<file path="config.mk">
export PLATFORM = sky130hd
export DESIGN_NAME = bclk_link_turn
export DESIGN_NICKNAME = d
export VERILOG_FILES = /design/src/rtl/bclk_link_pkg.sv /design/src/rtl/bclk_edge.sv /design/src/rtl/bclk_tx_drive.sv /design/src/rtl/bclk_rx_sample.sv /design/src/rtl/bclk_turn_ctl.sv /design/src/rtl/bclk_link_turn.sv
export SDC_FILE = /design/constraint.sdc
export NUM_CORES = 1
export LEC_CHECK = 0
export BUFFER_PORTS_ARGS = -buffer_cell sky130_fd_sc_hd__buf_4
export CAP_MARGIN = 30
export CORE_ASPECT_RATIO = 0.8
export CORE_MARGIN = 1
export CORE_UTILIZATION = 50
export CTS_CLUSTER_SIZE = 16
export DETAILED_ROUTE_END_ITERATION = 10
export PLACE_DENSITY = 0.84
export SLEW_MARGIN = 20
export SYNTH_ARGS = -nofsm -noshare
export SYNTH_HDL_FRONTEND = slang
export SYNTH_SLANG_ARGS = --single-unit
</file>
<file path="constraint.sdc">
create_clock -name clk -period 1.9 [get_ports clk]
set_input_delay 0.285 -clock clk [delete_from_list [all_inputs] [get_ports clk]]
set_output_delay 0.285 -clock clk [all_outputs]
set_load 0.05 [all_outputs]
</file>
<file path="src/rtl/bclk_link_pkg.sv">
package bclk_link_pkg;

  localparam logic PAR_ODD  = 1'b0;
  localparam logic PAR_EVEN = 1'b1;

  // Quarter-bit wait in system cycles, rounded up, never below one.
  function automatic int unsigned quarter_cycles(input int unsigned clk_khz,
                                                 input int unsigned wait_ns);
    longint unsigned prod;
    longint unsigned cyc;
    prod = longint'(clk_khz) * longint'(wait_ns);
    cyc  = (prod + 64'd999999) / 64'd1000000;
    if (cyc == 0) cyc = 1;
    return int'(cyc);
  endfunction

  // Parity after a driven bit: the first bit of a burst is always odd.
  function automatic logic next_parity(input logic cur, input logic first_bit);
    return first_bit ? PAR_ODD : ~cur;
  endfunction

endpackage

</file>
<file path="src/rtl/bclk_edge.sv">
module bclk_edge #(
  parameter int SYNC_STAGES = 2
) (
  input  logic clk,
  input  logic rst_n,
  input  logic bclk_i,
  output logic rise_ev,
  output logic fall_ev
);
  localparam int MSB = SYNC_STAGES - 1;

  logic [MSB:0] sync_q;
  logic         prev_q;

  always_ff @(posedge clk) begin
    if (!rst_n) begin
      sync_q <= '0;
      prev_q <= 1'b0;
    end else begin
      sync_q <= {sync_q[MSB-1:0], bclk_i};
      prev_q <= sync_q[MSB];
    end
  end

  assign rise_ev = sync_q[MSB] & ~prev_q;
  assign fall_ev = ~sync_q[MSB] & prev_q;


  edge_single_rise_chk: assert property (@(posedge clk) disable iff (!rst_n)
    rise_ev |=> !rise_ev);

  edge_single_fall_chk: assert property (@(posedge clk) disable iff (!rst_n)
    fall_ev |=> !fall_ev);

endmodule

</file>
<file path="src/rtl/bclk_tx_drive.sv">
module bclk_tx_drive (
  input  logic clk,
  input  logic rst_n,
  input  logic fall_ev,
  input  logic tx_en,
  input  logic src_bit,
  input  logic src_valid,
  output logic src_take,
  output logic drive_ev,
  output logic txd,
  output logic underrun
);
  assign drive_ev = fall_ev & tx_en;
  assign src_take = drive_ev & src_valid;

  always_ff @(posedge clk) begin
    if (!rst_n) begin
      txd      <= 1'b0;
      underrun <= 1'b0;
    end else begin
      underrun <= drive_ev & ~src_valid;
      if (drive_ev) txd <= src_valid & src_bit;
    end
  end


  take_in_tx_chk: assert property (@(posedge clk) disable iff (!rst_n)
    src_take |-> tx_en);

  underrun_empty_chk: assert property (@(posedge clk) disable iff (!rst_n)
    underrun |-> (!$past(src_valid) && !txd));

endmodule

</file>
<file path="src/rtl/bclk_rx_sample.sv">
module bclk_rx_sample (
  input  logic clk,
  input  logic rst_n,
  input  logic rise_ev,
  input  logic rx_en,
  input  logic rxd,
  output logic sink_bit,
  output logic sink_valid
);
  always_ff @(posedge clk) begin
    if (!rst_n) begin
      sink_bit   <= 1'b0;
      sink_valid <= 1'b0;
    end else begin
      sink_valid <= rise_ev & rx_en;
      if (rise_ev & rx_en) sink_bit <= rxd;
    end
  end


  rx_only_enabled_chk: assert property (@(posedge clk) disable iff (!rst_n)
    sink_valid |-> $past(rx_en));

endmodule

</file>
<file path="src/rtl/bclk_turn_ctl.sv">
module bclk_turn_ctl
  import bclk_link_pkg::*;
#(
  parameter int QD        = 1300,
  parameter int LATCH_CYC = 4
) (
  input  logic clk,
  input  logic rst_n,
  input  logic tx_req,
  input  logic rx_req,
  input  logic drive_ev,
  output logic tx_active,
  output logic hold,
  output logic ptt,
  output logic latch,
  output logic parity
);
  localparam int DW = (QD < 2) ? 1 : $clog2(QD + 1);
  localparam int LW = (LATCH_CYC < 2) ? 1 : $clog2(LATCH_CYC + 1);
  localparam logic [DW-1:0] QD_V    = DW'(QD);
  localparam logic [LW-1:0] LATCH_V = LW'(LATCH_CYC);

  logic          pend_tx_q, pend_rx_q;
  logic [DW-1:0] dly_q;
  logic [LW-1:0] lcnt_q;
  logic          enter_tx;

  assign enter_tx = tx_req & ~tx_active;
  assign latch    = (lcnt_q != '0);

  always_ff @(posedge clk) begin
    if (!rst_n) begin
      tx_active <= 1'b0;
      ptt       <= 1'b0;
      pend_tx_q <= 1'b0;
      pend_rx_q <= 1'b0;
      hold      <= 1'b0;
      dly_q     <= '0;
      lcnt_q    <= '0;
      parity    <= PAR_ODD;
    end else begin
      if (latch) lcnt_q <= lcnt_q - 1'b1;

      if (enter_tx) begin
        ptt       <= 1'b1;
        tx_active <= 1'b1;
        pend_tx_q <= 1'b1;
        pend_rx_q <= 1'b0;
      end else if (rx_req) begin
        ptt <= 1'b0;
        if (tx_active && !pend_tx_q) begin
          pend_rx_q <= 1'b1;
        end else begin
          tx_active <= 1'b0;
          pend_tx_q <= 1'b0;
          parity    <= PAR_ODD;
        end
      end

      if (drive_ev) begin
        parity <= next_parity(parity, pend_tx_q);
        if (pend_tx_q) begin
          pend_tx_q <= 1'b0;
          lcnt_q    <= LATCH_V;
        end else if (pend_rx_q && parity == PAR_ODD) begin
          hold  <= 1'b1;
          dly_q <= QD_V;
        end
      end

      if (hold) begin
        if (dly_q <= DW'(1)) begin
          hold      <= 1'b0;
          tx_active <= 1'b0;
          pend_rx_q <= 1'b0;
          parity    <= PAR_ODD;
          lcnt_q    <= LATCH_V;
        end else begin
          dly_q <= dly_q - 1'b1;
        end
      end
    end
  end


  tx_entry_chk: assert property (@(posedge clk) disable iff (!rst_n)
    enter_tx |=> (ptt && tx_active));

  rx_ptt_drop_chk: assert property (@(posedge clk) disable iff (!rst_n)
    (rx_req && !enter_tx) |=> !ptt);

  wait_end_latch_chk: assert property (@(posedge clk) disable iff (!rst_n)
    $fell(hold) |-> (latch && !tx_active));

  exit_parity_chk: assert property (@(posedge clk) disable iff (!rst_n)
    $fell(tx_active) |-> (parity == PAR_ODD));

  parity_toggle_chk: assert property (@(posedge clk) disable iff (!rst_n)
    (drive_ev && !pend_tx_q) |=> (parity != $past(parity)));

endmodule

</file>
<file path="src/rtl/bclk_link_turn.sv">
module bclk_link_turn
  import bclk_link_pkg::*;
#(
  parameter int SYNC_STAGES = 2,
  parameter int CLK_KHZ     = 50000,
  parameter int QUARTER_NS  = 26000,
  parameter int LATCH_CYC   = 4
) (
  input  logic clk,
  input  logic rst_n,
  input  logic bclk_i,
  input  logic duplex_i,
  input  logic tx_req_i,
  input  logic rx_req_i,
  input  logic src_bit_i,
  input  logic src_valid_i,
  output logic src_take_o,
  output logic txd_o,
  output logic underrun_o,
  input  logic rxd_i,
  output logic sink_bit_o,
  output logic sink_valid_o,
  output logic latch_o,
  output logic ptt_o,
  output logic tx_active_o,
  output logic parity_o
);
  localparam int QD = int'(quarter_cycles(CLK_KHZ, QUARTER_NS));

  logic rise_ev, fall_ev, drive_ev, hold, tx_en, rx_en;

  bclk_edge #(.SYNC_STAGES(SYNC_STAGES)) u_edge (
    .clk(clk), .rst_n(rst_n), .bclk_i(bclk_i),
    .rise_ev(rise_ev), .fall_ev(fall_ev)
  );

  assign tx_en = tx_active_o & ~hold;
  assign rx_en = ~tx_active_o & ~duplex_i;

  bclk_tx_drive u_tx (
    .clk(clk), .rst_n(rst_n), .fall_ev(fall_ev), .tx_en(tx_en),
    .src_bit(src_bit_i), .src_valid(src_valid_i), .src_take(src_take_o),
    .drive_ev(drive_ev), .txd(txd_o), .underrun(underrun_o)
  );

  bclk_rx_sample u_rx (
    .clk(clk), .rst_n(rst_n), .rise_ev(rise_ev), .rx_en(rx_en),
    .rxd(rxd_i), .sink_bit(sink_bit_o), .sink_valid(sink_valid_o)
  );

  bclk_turn_ctl #(.QD(QD), .LATCH_CYC(LATCH_CYC)) u_turn (
    .clk(clk), .rst_n(rst_n), .tx_req(tx_req_i), .rx_req(rx_req_i),
    .drive_ev(drive_ev), .tx_active(tx_active_o), .hold(hold),
    .ptt(ptt_o), .latch(latch_o), .parity(parity_o)
  );


  duplex_quiet_chk: assert property (@(posedge clk) disable iff (!rst_n)
    sink_valid_o |-> !$past(duplex_i));

endmodule

</file>
# == Yosys cells after proc, flatten, opt, wreduce, memory -nomap -nowiden ==
# Index checks and enable logic that the tools add are counted.
# word_totals
wordCells,78
out_inout_bits,9
inputBits,9
reg_bits,27
# op_classes
addsub,2
n_lt_le_gt_ge,1
bitwise,17
muxes,39
reduce_logical,5
# ops
cell,count
$mux W11,5
$mux W1,29
$mux W3,5
$le A11 B1 Y1 const B,1
$sub A11 B1 Y11 const B,1
$and A1 B1 Y1,10
$not A1 Y1,7
$reduce_bool A3 Y1,1
$sub A3 B1 Y3 const B,1
$logic_and A1 B1 Y1,2
$reduce_bool A2 Y1,1
$logic_not A1 Y1,1

# == Logic depth before layout (Yosys ltp) ==
# depth
ltp_word,8
ltp_mapped,7
ltp_nobuf,6

# == Hierarchy ==
# From an unflattened synthesis, not the netlist that was laid out.
# unflattened
cells_unflattened,159
hier_area_um2,1421.4
# by_module_without_submodules
mod,instances,seq_area_each_um2,cells_each,area_each_um2
bclk_turn_ctl,1,400.4,134,1151.1
bclk_tx_drive,1,40.0,8,92.6
bclk_edge,1,60.1,8,91.3
bclk_rx_sample,1,40.0,7,68.8
bclk_link_turn,1,0.0,2,17.5

# == Worst setup path after synthesis ==
# No wires, ideal clock.
# synth_path
path_type,reg2reg
from,reg u_turn.dly_q[6]
to,reg u_turn.dly_q[8]
arrival_ns,1.674
stages_incl_launch_ff,5
t_required_ns,1.784
setup_ns,0.116
synth_period_minus_slack_ns,1.790
setup_slack_ns,0.110
path_buffers,0
cell_sequence,dfxtp_1 or4_4 o41ai_4 nand2_1 o211a_1
# synth_between
elab_chain_cells,3
word_cells_on_any_way,4
classes_between,add/sub (1); order compare (1); mux (2)
# synth_lines
element,line,text
start: declaration,bclk_turn_ctl.sv:24,logic [DW-1:0] dly_q;
start signal: assignment,bclk_turn_ctl.sv:79,dly_q <= dly_q - 1'b1;
$sub A11 B1 Y11 or $le A11 B1 Y1 (tied branches),"bclk_turn_ctl.sv:79, bclk_turn_ctl.sv:72",
$mux W11 (*),bclk_turn_ctl.sv:72,if (dly_q <= DW'(1)) begin
$mux W11 (*),bclk_turn_ctl.sv:71,if (hold) begin
# Mark *: on every way between the ends. The rest lies on a longest branch, timed or not.
# A chain may end at the register's enable or synchronous reset.

# == Worst setup path in the final report ==
# layout_path
from,reg u_turn.dly_q[6]
to,reg u_turn.dly_q[3]
# layout_between
elab_chain_cells,3
# layout_lines
element,line
$le A11 B1 Y1,bclk_turn_ctl.sv:72
$mux W11,bclk_turn_ctl.sv:72
$mux W11,bclk_turn_ctl.sv:71
# Every way passes these cells.

==> summary.md <==
| Metric | Value |
|---|---|
| Via count of the first global-routing pass | `1199` |
| Post-synth net total | `165` |
| Gate Count Post-Synth | `152` |
| DRT antenna net count | `0` |
| Routed wire per std cell | `15.5 µm` |
| Number of synthesized flops with an enable pin | `0` |
| Share of the clock period used by the worst path after layout | `94.2%` |
| Antenna violations before repair | `0` |
| Layout Nets | `194` |
| Startpoint of the lowest-slack register-to-register path | `u_turn.dly_q[6]` |
| Endpoint arrival time on the critical path | `2.01 ns` |
| Worst skew pair latency | `0.34 ns` |
| Die height | `48.5 µm` |
| VDD IR-drop max | `0.000415 V` |
| Seq cells post-synth | `27` |
| Quantity of I/O buffers inserted on ports | `17` |
| Fraction of layout cells with a size suffix above 1 | `25.6%` |
| Top fanout value on the critical path | `7` |
| Total power divided by cell area | `745 mW/mm²` |
| Main synth FF type | `dfxtp_1` |
| R2R depth | `4` |
| Critical Path Sink Type | `flip-flop` |
| Number of diodes added for antenna fixing | `0` |
| CTS tree | `done` |
| Global placer's final weighted congestion | `0.829` |
| HPWL after detailed placement | `2440 µm` |
| Yosys warnings | `0` |
| Rel. slew slack | `66.9%` |
| First-pass GRT wire length | `5470 µm` |
| Number of failing hold endpoints at the final stage | `0` |
| Clock tree buffer depth | `2` |
| Remaining global-route overflow | `0` |
| Critical Path Source | `u_turn.dly_q[6]` |
| Min-Delay Path Class | `in -> reg` |
| Total GRT Usage | `25.2%` |
| Pre-Repair DR Iteration Count | `4` |
| Clock net sink count | `27` |
| Num rows | `16` |
| Placeable core area | `0.00250 mm²` |
| Maximum number of pins on one net before global-route repair | `20` |
| Max Cap Violations | `0` |
| Transition at the pin with the smallest max-transition slack | `0.496 ns` |
| Worst min-delay path startpoint | `src_valid_i` |
| Worst setup path class | `reg -> reg` |
| Clock Skews | `0.0119 ns` |
| Clock-pin slew reported for the worst setup and hold paths after clock tree synthesis | `0.15 ns` |
| Mapped Avg Cell Area | `8.91 µm²` |
| TritonCTS buffer count | `3` |
| Result of the run | `completed` |
| Number of failing setup endpoints in the final timing report | `0` |
| Slack of the critical path | `0.111 ns` |
| Post-route minimum period | `1.79 ns` |
| Final Routed Wirelength | `3340 µm` |
| # IOs | `18` |
| Via-per-instance ratio | `5.88` |
| Final core utilization | `65.1%` |
| Register area share after synthesis | `39.9%` |
| Iter 0 DRT Violations | `62` |
| Startpoint types | `flip-flop` |
| Fmax achieved | `559 MHz` |
| Hold-critical path depth | `2` |
| Number of vias after detailed routing | `1270` |
| Number of H-tree levels | `1` |
| Most frequent cells in the layout | `buf_4, dfxtp_1, nand2_1` |
| Initial core utilization | `54.1%` |
| Full die area | `0.00292 mm²` |
| Die width | `60.2 µm` |
| Leak pwr | `0.669 nW` |
| Most common library cell in the layout ignoring fill and taps | `buf_4` |
| Fin. max-slew vios | `0` |
| Cell at the root of the clock tree | `clkbuf_4` |
| Area of the mapped netlist | `0.00135 mm²` |
| Worst Path Required | `2.12 ns` |
| Number of unique standard cell types used by synthesis | `47` |
| DRC viols | `0` |
| Fraction of synthesis flops using an asynchronous set or reset pin | `0%` |
| Layout overhead on the synthesized area | `20.4%` |
| Pre-CTS setup slack | `0.0164 ns` |
-- synth_stat cells, drive strengths merged (3+ instances only) --
cell type | instances | area share [%]
dfxtp | 27 | 40
nand2 | 17 | 4.7
a21oi | 12 | 4.7
nor2 | 10 | 2.8
inv | 9 | 2.5
nand3 | 7 | 2.6
and2 | 5 | 2.3
clkbuf | 4 | 1.1
ha | 4 | 3.7
nand2b | 4 | 1.8
o21ai | 4 | 1.5
o221ai | 3 | 1.9
o311ai | 3 | 1.9
-- final cells by class --
class                      count  area [µm²]
multi-input combinational    111         756
inverter                       9        33.8
clock inverter                 1        7.51
sequential                    27         544
fill                         222         872
clock buffer                   3        22.5
timing repair buffer          29         221
tap                           36        45.0
-- cells by family after synthesis --
family                   count (synthesis)  share of synthesized area, %
flip-flops                              27                          39.9
buffers and inverters                   14                          4.44
XOR/XNOR                                 2                          1.29
AND/OR/NAND/NOR                         64                          26.2
AO/OA/AOI/OAI                           39                          22.9
multiplexers                             2                          1.48
adder cells (fa/ha/maj)                  4                          3.70
-- worst max-delay path, cell delays in order, from the launching register on --
cell and delay [ns]:
dfxtp_1 0.38, or4_4 0.57, o41a_1 0.45, nand3_1 0.15, o221ai_1 0.13
-- registers in the layout, summed over array words and instances, names as in the netlist --
register          cells
u_turn.pend_rx_q      1
u_turn.hold           1
u_turn.pend_tx_q      1
u_turn.tx_active      1
u_turn.dly_q         11
u_tx.underrun         1
u_edge.prev_q         1
u_tx.txd              1
u_rx.sink_bit         1
u_turn.ptt            1
u_rx.sink_valid       1
u_turn.parity         1
u_edge.sync_q         2
u_turn.lcnt_q         3
-- report_power, final --
part / internal (mW) / total (mW) / switching [mW]
clock: 0.0810 / 0.260 / 0.179
sequential: 0.604 / 0.628 / 0.0232
combinational: 0.132 / 0.327 / 0.195
total: 0.817 / 1.22 / 0.398
-- path summary, 6_finish.rpt --
path | slack, ns | to
hold reg to reg | 0.48 | u_edge.sync_q[1]
setup reg to reg | 0.11 | u_turn.dly_q[3]
hold / removal | 0.11 | u_tx.underrun
setup / recovery | 0.11 | u_turn.dly_q[3]
-- through the flow --
step	TNS [ns]	std cells	cell area [µm²]	power (mW)	hold slack (ns)
2_1_floorplan	0	152	1350	0.871	0.364
6_report	0	216	1630	1.22	0.106
4_1_cts	0	214	1610	1.23	0.0905
5_1_grt	-0.0589	216	1630	1.28	0.0893
3_5_place_dp	0	210	1580	0.967	0.448
3_3_place_gp	0	210	1580	0.942	0.421
-- metal layers --
metal  GRT usage [%]  vias up  routed length (µm)  part of all wire (%)
met2            41.0       35                1640                    49
met5               0        -                   0                     0
met3            5.61        7                 167                   5.0
met1            31.5      612                1470                    44
met4            10.1        0                  61                   1.8
li1                -      616                   -                     -
-- timing repair --
| item | in CTS | in global routing |
|---|---|---|
| setup buffers | 0 | 2 |
| hold buffers | 0 | 0 |
| resized for setup | 1 | 4 |
| endpoints found under the setup margin | 2 | 12 |
| pin swaps | 0 | 2 |
Power figures use the tool's default switching activity.
